==> src/rtl/alarm_pkg.sv <==
package alarm_pkg;

    localparam int FIELD_W = 8;
    localparam int RPT_W   = 5;
    localparam int SEL_W   = 3;
    localparam int EN_BIT  = 7;

    localparam logic [SEL_W-1:0] SEL_MON  = 3'd0;
    localparam logic [SEL_W-1:0] SEL_DATE = 3'd1;
    localparam logic [SEL_W-1:0] SEL_HOUR = 3'd2;
    localparam logic [SEL_W-1:0] SEL_MIN  = 3'd3;
    localparam logic [SEL_W-1:0] SEL_SEC  = 3'd4;
    localparam logic [SEL_W-1:0] SEL_CTRL = 3'd5;

    typedef enum logic [2:0] {
        RM_SEC, RM_MIN, RM_HOUR, RM_DAY, RM_MONTH, RM_YEAR
    } rpt_mode_e;

    typedef struct packed {
        logic [FIELD_W-1:0] mon;
        logic [FIELD_W-1:0] date;
        logic [FIELD_W-1:0] hour;
        logic [FIELD_W-1:0] min;
        logic [FIELD_W-1:0] sec;
    } cal_time_t;

    typedef struct packed {
        logic             irq_en;
        logic [RPT_W-1:0] rpt;
    } alarm_ctrl_t;

    // compared-field mask order: {mon, date, hour, min, sec}
    typedef logic [4:0] field_mask_t;

    function automatic rpt_mode_e decode_rpt(input logic [RPT_W-1:0] code);
        case (code)
            5'b11110: return RM_MIN;
            5'b11100: return RM_HOUR;
            5'b11000: return RM_DAY;
            5'b10000: return RM_MONTH;
            5'b00000: return RM_YEAR;
            default:  return RM_SEC;
        endcase
    endfunction

    function automatic field_mask_t mode_mask(input rpt_mode_e m);
        case (m)
            RM_MIN:   return 5'b00001;
            RM_HOUR:  return 5'b00011;
            RM_DAY:   return 5'b00111;
            RM_MONTH: return 5'b01111;
            RM_YEAR:  return 5'b11111;
            default:  return 5'b00000;
        endcase
    endfunction

endpackage

==> src/rtl/alarm_regs.sv <==
module alarm_regs
    import alarm_pkg::*;
(
    input  logic               clk,
    input  logic               rst,
    input  logic               wr_en,
    input  logic [SEL_W-1:0]   wr_sel,
    input  logic [FIELD_W-1:0] wr_data,
    output cal_time_t          alm,
    output alarm_ctrl_t        ctrl
);
    always_ff @(posedge clk) begin
        if (rst) begin
            alm  <= '0;
            ctrl <= '0;
        end else if (wr_en) begin
            case (wr_sel)
                SEL_MON:  alm.mon  <= wr_data;
                SEL_DATE: alm.date <= wr_data;
                SEL_HOUR: alm.hour <= wr_data;
                SEL_MIN:  alm.min  <= wr_data;
                SEL_SEC:  alm.sec  <= wr_data;
                SEL_CTRL: begin
                    ctrl.irq_en <= wr_data[EN_BIT];
                    ctrl.rpt    <= wr_data[RPT_W-1:0];
                end
                default: ;
            endcase
        end
    end
endmodule

==> src/rtl/alarm_compare.sv <==
module alarm_compare
    import alarm_pkg::*;
(
    input  cal_time_t        now,
    input  cal_time_t        alm,
    input  logic [RPT_W-1:0] rpt,
    output logic             match
);
    localparam int NF = 5;

    field_mask_t need;
    logic [NF-1:0] eq;
    logic disabled;

    assign need = mode_mask(decode_rpt(rpt));

    generate
        for (genvar f = 0; f < NF; f++) begin : g_eq
            assign eq[f] = (now[f*FIELD_W +: FIELD_W] == alm[f*FIELD_W +: FIELD_W]);
        end
    endgenerate

    assign disabled = (alm.date == '0) && (rpt == '0);

    always_comb begin
        match = !disabled && ((eq | ~need) == '1);
    end
endmodule

==> src/rtl/alarm_flagctl.sv <==
module alarm_flagctl (
    input  logic clk,
    input  logic rst,
    input  logic hit_evt,
    input  logic ptr_at_flags,
    input  logic flag_rd,
    output logic af
);
    logic pend;
    logic set_now;
    logic release_now;

    assign set_now     = hit_evt && !ptr_at_flags;
    assign release_now = pend && !ptr_at_flags;

    always_ff @(posedge clk) begin
        if (rst) begin
            af   <= 1'b0;
            pend <= 1'b0;
        end else begin
            if (hit_evt && ptr_at_flags) pend <= 1'b1;
            else if (release_now)        pend <= 1'b0;

            if (set_now || release_now) af <= 1'b1;
            else if (flag_rd)           af <= 1'b0;
        end
    end


    af_rise_src_chk: assert property (@(posedge clk) disable iff (rst)
        $rose(af) |-> $past(hit_evt || pend));

    no_set_while_ptr_chk: assert property (@(posedge clk) disable iff (rst)
        (ptr_at_flags && !af) |=> !af);

    pend_release_chk: assert property (@(posedge clk) disable iff (rst)
        (pend && !ptr_at_flags) |=> af);

    clear_on_read_chk: assert property (@(posedge clk) disable iff (rst)
        (flag_rd && !hit_evt && !pend) |=> !af);

    set_beats_read_chk: assert property (@(posedge clk) disable iff (rst)
        (flag_rd && hit_evt && !ptr_at_flags) |=> af);
endmodule

==> src/rtl/alarm_matcher.sv <==
module alarm_matcher
    import alarm_pkg::*;
(
    input  logic               clk,
    input  logic               rst,
    input  logic               tick,
    input  logic [FIELD_W-1:0] now_mon,
    input  logic [FIELD_W-1:0] now_date,
    input  logic [FIELD_W-1:0] now_hour,
    input  logic [FIELD_W-1:0] now_min,
    input  logic [FIELD_W-1:0] now_sec,
    input  logic               wr_en,
    input  logic [SEL_W-1:0]   wr_sel,
    input  logic [FIELD_W-1:0] wr_data,
    input  logic               flag_rd,
    input  logic               ptr_at_flags,
    output logic               alarm_flag,
    output logic               irq_n
);
    cal_time_t   now;
    cal_time_t   alm;
    alarm_ctrl_t ctrl;
    logic        match;
    logic        hit_evt;

    assign now = '{mon: now_mon, date: now_date, hour: now_hour, min: now_min, sec: now_sec};

    alarm_regs u_regs (
        .clk(clk), .rst(rst), .wr_en(wr_en), .wr_sel(wr_sel),
        .wr_data(wr_data), .alm(alm), .ctrl(ctrl)
    );

    alarm_compare u_cmp (
        .now(now), .alm(alm), .rpt(ctrl.rpt), .match(match)
    );

    assign hit_evt = tick && match;

    alarm_flagctl u_flag (
        .clk(clk), .rst(rst), .hit_evt(hit_evt),
        .ptr_at_flags(ptr_at_flags), .flag_rd(flag_rd), .af(alarm_flag)
    );

    assign irq_n = !(alarm_flag && ctrl.irq_en);


    irq_needs_flag_chk: assert property (@(posedge clk) disable iff (rst)
        !irq_n |-> alarm_flag);

    no_tick_no_rise_chk: assert property (@(posedge clk) disable iff (rst)
        (!tick && !alarm_flag && !ptr_at_flags && !$past(ptr_at_flags)) |=> !alarm_flag);
endmodule

==> config.mk <==
export PLATFORM = sky130hd
export DESIGN_NAME = alarm_matcher
export DESIGN_NICKNAME = d
export VERILOG_FILES = /design/src/rtl/alarm_pkg.sv /design/src/rtl/alarm_regs.sv /design/src/rtl/alarm_compare.sv /design/src/rtl/alarm_flagctl.sv /design/src/rtl/alarm_matcher.sv
export SDC_FILE = /design/constraint.sdc
export NUM_CORES = 1
export LEC_CHECK = 0
export BUFFER_PORTS_ARGS = -buffer_cell sky130_fd_sc_hd__buf_4
export CAP_MARGIN = 10
export CORE_ASPECT_RATIO = 1.25
export CORE_MARGIN = 4
export CORE_UTILIZATION = 47
export DETAILED_ROUTE_END_ITERATION = 8
export PLACE_DENSITY = 0.79
export REMOVE_ABC_BUFFERS = 1
export SLEW_MARGIN = 5
export SYNTH_ARGS = -nofsm -noshare
export SYNTH_HDL_FRONTEND = slang
export SYNTH_SLANG_ARGS = --single-unit
export TNS_END_PERCENT = 100
==> constraint.sdc <==
create_clock -name clk -period 1.4 [get_ports clk]
set_input_delay 0.14 -clock clk [delete_from_list [all_inputs] [get_ports clk]]
set_output_delay 0.14 -clock clk [all_outputs]
set_load 0.05 [all_outputs]
**After elaboration in Yosys (flattened, before gate mapping)**

Index checks and enable logic that the tools add are counted.

- $add $sub $neg: 0
- Multipliers: 0
- Div/mod/pow operators: 0
- $lt $le $gt $ge: 0
- Equal/unequal tests: 20
- Shifts and indexed selects: 0
- Multiplexer cells: 6
- Bitwise gates (word level): 2
- Reductions and logical operators: 22

Operators by type and width:

| operator | count |
|---|---|
| 8-bit == test | 5 |
| 5-bit == test (second input constant) | 5 |
| 5-bit case mux with 5 select lines | 1 |
| 3-bit case mux with 5 select lines | 1 |
| 3-bit by 2-bit == test with 1-bit output (second input constant) | 4 |
| 3-bit == test (second input constant) | 4 |
| 2-bit AND reduction | 6 |
| 8-bit zero test | 1 |
| 1-bit logical AND | 7 |
| 3-bit by 1-bit == test with 1-bit output (second input constant) | 2 |
| 5-bit zero test | 1 |
| 5-bit inverter | 1 |
| 5-bit bitwise OR | 1 |
| 1-bit 2-to-1 mux | 4 |
| 2-bit nonzero test | 2 |
| 1-bit zero test | 3 |
| 3-bit zero test | 1 |
| 1-bit logical OR | 1 |

- Bits in registers: 48
- Latch bits: 0
- RAM bits: 0
- Memory bits (read-only): 0
- Input bits: 57
- Output and inout port bits: 2
- Logic and storage cells: 59
- Memories kept: 0

**Depth between registers and ports, before layout**

- Depth after elaboration: 12
- Gate-level depth with buffers: 6
- Mapped depth without buffers: 6

**Hierarchy**

Synthesis repeated with hierarchy kept, for this count alone.

- Cells, all modules: 239
- Area total of the unflattened synthesis: 2,458.6 um^2

Modules (own cells, without submodules):

| module | times used | cells an instance | area an instance (um^2) | sequential area each (um^2) |
|---|---|---|---|---|
| alarm_regs | 1 | 164 | 1,848.0 | 920.9 |
| alarm_compare | 1 | 67 | 533.0 | 0.0 |
| alarm_flagctl | 1 | 6 | 67.6 | 40.0 |
| alarm_matcher | 1 | 2 | 10.0 | 0.0 |

**Least setup slack after synthesis**

No wires, ideal clock.

- Path kind: flip-flop to flip-flop
- From: register u_regs.alm[7] (netlist name)
- To: register u_flag.af
- Library setup time: 0.079 ns
- Arrival: 1.431 ns
- Data required time: 1.321 ns
- Setup slack: -0.110 ns
- Cell stages (with the launch flop): 7
- Buffers on the path: 0
- Period minus slack after synthesis: 1.510 ns
- Cells stage by stage: dfxtp_1 -> xor2_1 -> nor4_4 -> a2111oi_1 -> nor4_2 -> a21oi_1 -> a211oi_2

- Cells in the longest elaborated chain, start to end: 8

RTL lines:

| what | line | source |
|---|---|---|
| 8-bit == test * | alarm_compare.sv:19 | `assign eq[f] = (now[f*FIELD_W +: FIELD_W] == alm[f*FIELD_W +: FIELD_W]);` |
| 5-bit bitwise OR * | alarm_compare.sv:26 | `match = !disabled && ((eq \| ~need) == '1);` |
| 5-bit == test * | alarm_compare.sv:26 |  |
| 1-bit logical AND * | alarm_compare.sv:26 |  |
| 1-bit logical AND * | alarm_matcher.sv:37 | `assign hit_evt = tick && match;` |
| 1-bit logical AND * | alarm_flagctl.sv:13 | `assign set_now = hit_evt && !ptr_at_flags;` |
| 1-bit logical OR * | alarm_flagctl.sv:24 | `if (set_now \|\| release_now) af <= 1'b1;` |
| 1-bit 2-to-1 mux / 2-bit nonzero test (equally long branches) | n/a |  |
| end signal: assignment | alarm_flagctl.sv:18 | `af <= 1'b0;` |
| end signal: assignment | alarm_flagctl.sv:24 |  |
| end signal: assignment | alarm_flagctl.sv:25 | `else if (flag_rd) af <= 1'b0;` |
| end: declaration | alarm_flagctl.sv:7 | `output logic af` |

Mark *: on every way between the ends. The rest lies on a longest branch, timed or not.
A chain may end at the register's enable or synchronous reset.

**Worst setup path after layout**

- From: register u_regs.alm[39] (netlist name)
- To: register u_flag.pend

- Cells in the longest elaborated chain, start to end: 7

RTL lines:

| what | line | source |
|---|---|---|
| 8-bit == test * | alarm_compare.sv:19 |  |
| 5-bit bitwise OR * | alarm_compare.sv:26 |  |
| 5-bit == test * | alarm_compare.sv:26 |  |
| 1-bit logical AND * | alarm_compare.sv:26 |  |
| 1-bit logical AND * | alarm_matcher.sv:37 |  |
| 1-bit logical AND * | alarm_flagctl.sv:21 | `if (hit_evt && ptr_at_flags) pend <= 1'b1;` |
| 1-bit 2-to-1 mux / 2-bit nonzero test (equally long branches) | n/a |  |
| end signal: assignment | alarm_flagctl.sv:19 | `pend <= 1'b0;` |
| end signal: assignment | alarm_flagctl.sv:21 |  |
| end signal: assignment | alarm_flagctl.sv:22 | `else if (release_now) pend <= 1'b0;` |
| end: declaration | alarm_flagctl.sv:9 | `logic pend;` |

Marks and branches as above.

==> summary.txt <==
Clocking
  – Clk root buf: clkbuf_8
  – Cts hold-fix bufs: 0
  – Worst skew pair latency: 0.29 ns
  – Num CTS Buffers: 5
  – CTS tree: done
  – CTS Buffer Depth: 2
  – Clock transition at path regs: 0.08 ns
  – CTS Sinks: 48
  – H-tree levels: 2

Logic synthesis
  – Sequential area share after synthesis: 0.4183
  – Mean area per synthesized cell: 8.508 um2
  – Mapped Cells: 270
  – #FFs+latches synth: 48
  – YS warnings: 0
  – Post-synth cell types: 26
  – Cell Area, Synth: 0.002297 mm2

Power
  – Lkg Pwr: 1.321 nW
  – P_sw: 0.6430 mW
  – Final Power: 2.561 mW
  – Flop pwr share: 0.551
  – Logic pwr share: 0.160
  – Pwr dens: 827.4 mW/mm2
  – Sw frac: 0.2510
  – Power Internal: 1.918 mW
  – Clock power share: 0.288
  – Worst vdd ir: 0.5751 mV

Place
  – Number of port buffers: 58
  – GPL Wtd Cong: 0.8440
  – Hpwl dp: 4308 um
  – Dpl cell area: 0.002917 mm2
  – Place WS: -0.2978 ns
  – DP Cell Count: 396

Worst setup path
  – Cells on worst reg2reg path: 6
  – Kind of critical path: reg -> reg
  – CP arrival: 1.89 ns
  – Crit. End Element: register
  – Required time worst endpoint: 1.62 ns
  – CP Launch Type: register
  – CP max FO: 2

GRT
  – Initial antenna violation count: 0
  – Vias in the first global route: 2059
  – Congestion Overflow GR: 0
  – First-pass GRT wire length: 9466 um
  – All-Layer GR Usage: 0.1974
  – Largest net degree at the start of global routing: 49

Floorplanning
  – Die Ht: 86.17 um
  – Die footprint: 0.006077 mm2
  – Die W: 70.53 um
  – Initial Utilization: 0.4857
  – Std cell rows: 28
  – Core Footprint: 0.004730 mm2
  – IO Pins: 59

STA
  – # setup viols final: 2
  – Final Hold Fails: 0
  – Final setup margin: -0.2654 ns
  – Max Fclk: 0.6005 GHz
  – Fin. max-slew vios: 0
  – Hold slack: 0.03507 ns
  – Setup Skew: 0.003656 ns
  – Tcrit/Tclk final: 1.190
  – Tmin final: 1.665 ns
  – Worst Tran Pin Value: 0.5016 ns
  – Slew headroom: 0.6656
  – Setup_tns: -0.5241 ns
  – RSZ-0062 raised after global routing: yes

Cells and area
  – Final cell count without fillers: 402
  – Design Area, Final: 0.003095 mm2
  – Commonest non-fill, non-tap cell in the layout: buf_4
  – Final core occ: 0.6545
  – Final #Nets: 401
  – Share of cells above drive strength 1: 0.3099
  – Ant. Diodes: 0
  – Filler cell count: 416
  – Commonest non-fill, non-tap cells in the layout: buf_4 (76), nand2_1 (70), dfxtp_1 (45), xor2_1 (37), a21oi_1 (33)
  – Area grow syn2layout: 34.75%

Worst hold path
  – Hold depth: 2
  – Hold crit path type: in -> reg

Detailed routing
  – Post-Route WL: 5800 um
  – Initial DRC count: 130
  – Via-to-Cell Ratio: 5.214
  – Drc violations: 0
  – WL/cell: 14.43 um
  – DRT Pass-1 Iters: 4
  – Final ANT Viol Nets: 0
  – Via count of the routed design: 2096

Outcome
  – Failing checks: setup timing
  – Outcome: finished with violations

Run
  – Max-Cap Viols: 0
[what timing repair did]
action,4_1_cts,5_1_grt
setup endpoints to repair,2,2
pin swaps,9,9
buffers inserted,1,0
gates resized for setup,6,14
[synthesized netlist by cell type]
cell type	instances	share of area
nor4_1	9	0.025
a211oi_2	1	0.0054
or4_1	1	0.0033
buf_2	1	0.0022
nand2_1	70	0.11
and3b_1	1	0.0038
a2111oi_1	1	0.0044
nor4_4	4	0.037
dfxtp_1	48	0.42
nand3_1	2	0.0044
and2_1	1	0.0027
clkbuf_1	9	0.015
nor2b_1	1	0.0027
o21ai_0	2	0.0044
nand4_1	2	0.0054
nand2b_1	3	0.0082
nor4_2	1	0.0054
a32oi_1	1	0.0038
nand4b_1	1	0.0038
nor3b_1	1	0.0033
nor2_1	17	0.028
or2_2	1	0.0027
and3_1	2	0.0054
a21oi_1	36	0.078
xor2_1	40	0.15
mux2i_1	14	0.061
[power by group through the flow]
stage	logic, mW	registers, mW	clock network (mW)
floorplan	0.150	1.44	0
global placement	0.379	1.44	0
detailed placement	0.384	1.44	0
CTS	0.393	1.41	0.753
global route	0.446	1.42	0.802
finish	0.411	1.41	0.738
[final cells by class]
| class | instances | area [um2] | share of cell area |
|---|---|---|---|
| well taps | 60 | 75.07 | 0.02425 |
| flip-flops and latches | 48 | 964.7 | 0.3116 |
| multi-input cells | 212 | 1396 | 0.4511 |
| clock buffers | 5 | 68.82 | 0.02223 |
| repair buffers | 77 | 590.6 | 0.1908 |
[cell families after synthesis]
kind of cell | count (synthesis) | synth area share
buffers and inverters | 10 | 0.01688
xor gates and xnor gates | 40 | 0.1525
and+or+nand+nor | 117 | 0.2549
DFF | 48 | 0.4183
AOI/OAI and AO/OA | 41 | 0.09640
muxes | 14 | 0.06100
[routing by layer]
metal / GRT usage / vias up / wire length [um]
met2: 0.3237 / 71 / 2817
met1: 0.2516 / 961 / 2440
met5: 0 / - / 0
met3: 0.03869 / 13 / 365
met4: 0.08718 / 0 / 176
li1: - / 1051 / -
[worst max-delay path, stage by stage (launching register included)]
cell and delay (ns):
dfxtp_1 0.33, xor2_1 0.17, nor4_2 0.38, a21oi_4 0.11, nor4_4 0.35, a21oi_2 0.10
nor3b_2 0.15
[final timing paths]
kind	startpoint	end	slack (ns)
hold reg to reg	u_regs.alm[16]$_SDFFE_PP0P_	u_regs.alm[16]$_SDFFE_PP0P_	0.47
hold / removal	ptr_at_flags	u_flag.af$_SDFFE_PP0P_	0.04
setup reg to reg	u_regs.alm[39]$_SDFFE_PP0P_	u_flag.pend$_SDFFE_PP0P_	-0.27
setup / recovery	u_regs.alm[39]$_SDFFE_PP0P_	u_flag.pend$_SDFFE_PP0P_	-0.27
[flip-flops by register name (all words and copies together), names as in the netlist]
signal,cells
u_flag.af,1
u_flag.pend,1
u_regs.alm,40
u_regs.ctrl,6
Power figures use the tool's default switching activity.
